[config.mk]
export PLATFORM = sky130hd
export DESIGN_NAME = stepduty_pwm
export DESIGN_NICKNAME = d
export VERILOG_FILES = /design/src/rtl/stepduty_pkg.sv /design/src/rtl/sd_phase_gen.sv /design/src/rtl/sd_upd_pacer.sv /design/src/rtl/sd_duty_reg.sv /design/src/rtl/stepduty_pwm.sv
export SDC_FILE = /design/constraint.sdc
export NUM_CORES = 1
export LEC_CHECK = 0
export BUFFER_PORTS_ARGS = -buffer_cell sky130_fd_sc_hd__buf_2
export CAP_MARGIN = 20
export CORE_ASPECT_RATIO = 1.75
export CORE_MARGIN = 1
export CORE_UTILIZATION = 60
export CTS_CLUSTER_SIZE = 10
export DETAILED_ROUTE_END_ITERATION = 12
export PLACE_DENSITY = 0.78
export SYNTH_ARGS = -nofsm -noshare
export SYNTH_HDL_FRONTEND = slang
export SYNTH_SLANG_ARGS = --single-unit
[constraint.sdc]
create_clock -name clk -period 2.7 [get_ports clk]
set_clock_uncertainty 0.1 [all_clocks]
set_input_delay 0.54 -clock clk [delete_from_list [all_inputs] [get_ports clk]]
set_output_delay 0.54 -clock clk [all_outputs]
set_load 0.01 [all_outputs]
[src/rtl/stepduty_pkg.sv]
package stepduty_pkg;
  typedef enum logic [1:0] {
    ACT_HOLD = 2'd0,
    ACT_DOWN = 2'd1,
    ACT_UP   = 2'd2,
    ACT_LOAD = 2'd3
  } duty_act_e;
endpackage

[src/rtl/sd_phase_gen.sv]
module sd_phase_gen #(
  parameter int PERIOD = 62,
  parameter int PH_W   = $clog2(PERIOD)
) (
  input  logic            clk,
  input  logic            rst_n,
  input  logic            tick_en,
  output logic [PH_W-1:0] ph,
  output logic            wrap
);
  localparam logic [PH_W-1:0] LAST = PH_W'(PERIOD - 1);

  // wrap marks the final tick of a period
  assign wrap = tick_en && (ph == LAST);

  always_ff @(posedge clk) begin
    if (!rst_n)       ph <= '0;
    else if (wrap)    ph <= '0;
    else if (tick_en) ph <= ph + 1'b1;
  end
endmodule

[src/rtl/sd_upd_pacer.sv]
module sd_upd_pacer #(
  parameter int UPD_PERIODS = 255
) (
  input  logic clk,
  input  logic rst_n,
  input  logic wrap,
  input  logic freeze,
  output logic strobe
);
  localparam int CNT_W = (UPD_PERIODS > 1) ? $clog2(UPD_PERIODS) : 1;
  localparam logic [CNT_W-1:0] LAST = CNT_W'(UPD_PERIODS - 1);

  logic [CNT_W-1:0] cnt;
  logic             hit;

  assign hit = wrap && (cnt == LAST);

  always_ff @(posedge clk) begin
    if (!rst_n || freeze) cnt <= '0;
    else if (hit)         cnt <= '0;
    else if (wrap)        cnt <= cnt + 1'b1;
  end

  always_ff @(posedge clk) begin
    if (!rst_n) strobe <= 1'b0;
    else        strobe <= hit && !freeze;
  end
endmodule

[src/rtl/sd_duty_reg.sv]
module sd_duty_reg
  import stepduty_pkg::*;
#(
  parameter int DUTY_MIN = 1,
  parameter int DUTY_MAX = 61,
  parameter int PH_W     = 6
) (
  input  logic            clk,
  input  logic            rst_n,
  input  duty_act_e       action,
  input  logic            wrap,
  output logic [PH_W-1:0] duty_now
);
  localparam logic [PH_W-1:0] MINV = PH_W'(DUTY_MIN);
  localparam logic [PH_W-1:0] MAXV = PH_W'(DUTY_MAX);

  logic [PH_W-1:0] pend;
  logic [PH_W-1:0] pend_nxt;

  always_comb begin
    pend_nxt = pend;
    unique case (action)
      ACT_DOWN: if (pend > MINV) pend_nxt = pend - 1'b1;
      ACT_UP:   if (pend < MAXV) pend_nxt = pend + 1'b1;
      ACT_LOAD: pend_nxt = MAXV;
      default:  pend_nxt = pend;
    endcase
  end

  // pending value moves at once; the live count only at the boundary
  always_ff @(posedge clk) begin
    if (!rst_n) begin
      pend     <= MAXV;
      duty_now <= MAXV;
    end else begin
      pend <= pend_nxt;
      if (wrap) duty_now <= pend_nxt;
    end
  end
endmodule

[src/rtl/stepduty_pwm.sv]
module stepduty_pwm
  import stepduty_pkg::*;
#(
  parameter int PERIOD      = 62,
  parameter int UPD_PERIODS = 255,
  parameter int DUTY_MIN    = 1,
  parameter int DUTY_MAX    = PERIOD - 1
) (
  input  logic clk,
  input  logic rst_n,
  input  logic tick_en,
  input  logic dir_down,
  input  logic upd_en,
  input  logic upd_freeze,
  input  logic preload_high,
  output logic pwm_out,
  output logic upd_strobe,
  output logic fet_drv,
  output logic fet_drv_n
);
  localparam int PH_W = $clog2(PERIOD);

  logic [PH_W-1:0] ph;
  logic            wrap;
  logic [PH_W-1:0] duty_now;
  duty_act_e       action;

  sd_phase_gen #(.PERIOD(PERIOD), .PH_W(PH_W)) u_phase (
    .clk(clk), .rst_n(rst_n), .tick_en(tick_en), .ph(ph), .wrap(wrap)
  );

  sd_upd_pacer #(.UPD_PERIODS(UPD_PERIODS)) u_pacer (
    .clk(clk), .rst_n(rst_n), .wrap(wrap), .freeze(upd_freeze),
    .strobe(upd_strobe)
  );

  always_comb begin
    if (preload_high)              action = ACT_LOAD;
    else if (upd_strobe && upd_en) action = dir_down ? ACT_DOWN : ACT_UP;
    else                           action = ACT_HOLD;
  end

  sd_duty_reg #(.DUTY_MIN(DUTY_MIN), .DUTY_MAX(DUTY_MAX), .PH_W(PH_W)) u_duty (
    .clk(clk), .rst_n(rst_n), .action(action), .wrap(wrap),
    .duty_now(duty_now)
  );

  // set at phase 0, cleared when the phase reaches the high-time count
  assign pwm_out   = (ph < duty_now);
  assign fet_drv   = pwm_out;
  assign fet_drv_n = ~pwm_out;
endmodule

==> impl_metrics.ini <==
[die]
fp-row-count = 25
initial_core_util_pct = 63.6
io_pins = 11
die_x_um = 42.6
die_h_um = 73.1
coreArea_mm2 = 0.00272
fp.dieArea_mm2 = 0.00311

[clocking]
cts_setup_buffers = 0
h-tree-depth = 1
cts_buffer_depth = 2
cts_buffers = 3
cts_tree = done
cts_hold_buffers = 0
cts_sinks = 27
clkSlewWorstSetupHoldPaths_ps = 90
clkLatencyLatePin_ps = 260
cts.repair.resized = 0
root_buffer = clkbuf_8

[routing]
post_drt_wl_per_cell_um = 17.3
vias_per_cell = 6.57
routed_wl_mm = 3.97
first_pass_iters = 4
ant_nets = 0
drc_errors = 0
vias = 1510
drtIter0Drc = 25

[setup_path]
path_class = flop to output pin
worst-r2r-setup-slack_ps = 610
critPathMaxStageDelay_ps = 420
reg2reg_to = u_duty.duty_now[5]$_SDFFE_PN1P_
worstPathArrival_ps = 1730
end_kind = output pin
r2r_start = u_duty.pend[1]$_SDFF_PN0_
start_kind = flop
cp_slowest_cell = dfxtp_1
cp.required_ps = 2060
critPathMaxFanout = 5
path_cells = ha_1 > a21o_1 > a211oi_1 > o31a_1 > buf_2
r2r.worst_path.cells = 6

[placed_design]
io_buffers = 10
detailed_place_hpwl_mm = 3.09
place_congestion = 0.970
dpl_worst_slack_ps = 647
place_inst = 226

[yosys]
synth_edf_count = 0
ys_warn_count = 0
syn-num-nets = 217
syn_avg_cell_area_um2 = 8.75
yosys_most_used_dff = dfxtp_1
synth_seq_area_share_pct = 31.2
synth_area_leaders = dfxtp_1 31%, ha_1 8.7%, nor2_1 4.3%
yosysMostFrequentCell = dfxtp_1
syn-cell-area_mm2 = 0.00173
synth_commonest_cells = 27 x dfxtp_1, 20 x nor2_1, 13 x inv_1, 13 x nand2_1, 12 x ha_1
synthArstFlopShare_pct = 0
synth-seq-cells = 27
netlist.area_leader.share_pct = 31.2
synth_top_area_cell = dfxtp_1
yosysUniqueCellTypes = 60
synth_cells = 198

[job]
drv_cap = 0

[timing]
post-route-min-period_ps = 2370
tightest_slew_ps = 591
fin_ws_ps = 326
finalMaxSlewViolations = 0
max_freq_mhz = 421
finalHoldViolCount = 0
period_share_pct = 87.9
maxSlewHeadroom_pct = 59.6
setup_viol = 0
rsz0062_at_grt = no
finalSetupTns_ps = 0

[power_and_ir_drop]
p_per_area_mw_per_mm2 = 373
p_leak_nw = 0.699
ir_drop_mv = 0.382

[final_layout]
diodes = 0
fill_cells = 239
layout-drive-gt1-share_pct = 11.3
syn_to_final_growth_pct = 3.32
nets = 223
finalNonFillerCells = 230

[global_routing]
first_global_vias = 1536
grt_start_max_net_pins = 15
grt_pass1_wl_mm = 6.73
antenna_found_initial = 0
track_usage_pct = 28.0
grt-ovfl-total = 0

[worst_hold_path]
hp-class = flop to flop
hold-path-cell-count = 1
min-delay-start = u_duty.duty_now[3]$_SDFFE_PN1P_
hold_end = u_duty.duty_now[3]$_SDFFE_PN1P_

[outcome]
status = finished clean
worst max-delay path, delay by kind of cell (launching register included):
family	cells	cell delay (ps)
compound gates	3	660
flops	1	420
buf+inv	1	130
fa+ha+maj	1	260
metal layers:
metal	wire [µm]	track usage [%]	up-vias
li1	-	-	743
met5	0	0	-
met2	2240	52.8	34
met1	1500	28.9	719
met3	86	2.23	14
met4	148	16.7	0
logic make-up (layout without fill, tap and decap cells):
| kind of cell | Yosys count | after routing | share of synthesized area (%) |
|---|---|---|---|
| and+or+nand+nor | 74 | 74 | 23.5 |
| AOI/OAI and AO/OA | 52 | 52 | 24.1 |
| DFF | 27 | 27 | 31.2 |
| buffers and inverters | 23 | 28 | 7.37 |
| adders and majority gates | 12 | 12 | 8.67 |
| xor gates and xnor gates | 9 | 9 | 4.55 |
| muxes | 1 | 1 | 0.578 |
registers in the layout, indices dropped and copies added (netlist names):
register and count:
u_pacer.strobe 1, u_phase.ph 6, u_pacer.cnt 8, u_duty.duty_now 6, u_duty.pend 6
how the worst max path moves through the flow:
stage | slack, ps | startpoint | to
floorplan | 660 | u_phase.ph[1]$_SDFFE_PP0P_ | pwm_out
global placement | 690 | u_phase.ph[1]$_SDFFE_PP0P_ | pwm_out
detailed placement | 650 | u_phase.ph[1]$_SDFFE_PP0P_ | pwm_out
CTS | 330 | u_phase.ph[1]$_SDFFE_PP0P_ | pwm_out
global route | 230 | u_phase.ph[1]$_SDFFE_PP0P_ | pwm_out
finish | 330 | u_phase.ph[1]$_SDFFE_PP0P_ | pwm_out
cells in the final DEF (no fill, tap or decap), types with 2 or more instances in the layout:
cell / synthesis / layout
and4_1: 3 / 3
a41oi_1: 3 / 3
nor3_1: 2 / 2
a22o_1: 2 / 2
dfxtp_1: 27 / 27
nand2b_1: 3 / 3
o221ai_2: 2 / 2
o21ai_0: 6 / 6
ha_1: 12 / 12
o31ai_1: 4 / 4
or3_1: 2 / 2
and2_1: 4 / 4
clkbuf_8: 0 / 3
a21oi_1: 9 / 9
a31oi_1: 2 / 2
a311oi_1: 2 / 2
nand3_1: 8 / 8
and3_1: 4 / 4
a211oi_1: 4 / 4
xnor2_1: 3 / 3
nand4_1: 2 / 2
buf_2: 0 / 10
nand2_1: 13 / 13
nor2_1: 20 / 20
xor2_1: 6 / 6
inv_1: 13 / 13
area by class of cell:
type	instances	area (µm²)	share of cell area, %
sequential	27	541	30.2
tap	27	33.8	1.89
inverter	13	48.8	2.73
clock buffer	4	45.0	2.52
timing repair buffer	11	57.6	3.22
multi-input combinational	148	1060	59.4
stage by stage:
stage	power (mW)	hold WS [ps]	area, µm²	utilization (%)
detailed placement	0.459	372	1740	64.1
floorplan	0.447	334	1730	-
finish	0.668	399	1790	65.7
global route	0.696	414	1790	65.7
global placement	0.458	367	1740	64.1
CTS	0.679	399	1790	65.7
report_power, final:
group / total (mW) / internal, mW / switching, mW
Sequential: 0.406 / 0.401 / 0.00444
Combinational: 0.0446 / 0.0182 / 0.0265
Clock: 0.218 / 0.105 / 0.113
Total: 0.668 / 0.525 / 0.143
No activity file was read; power rests on OpenSTA's default activity.
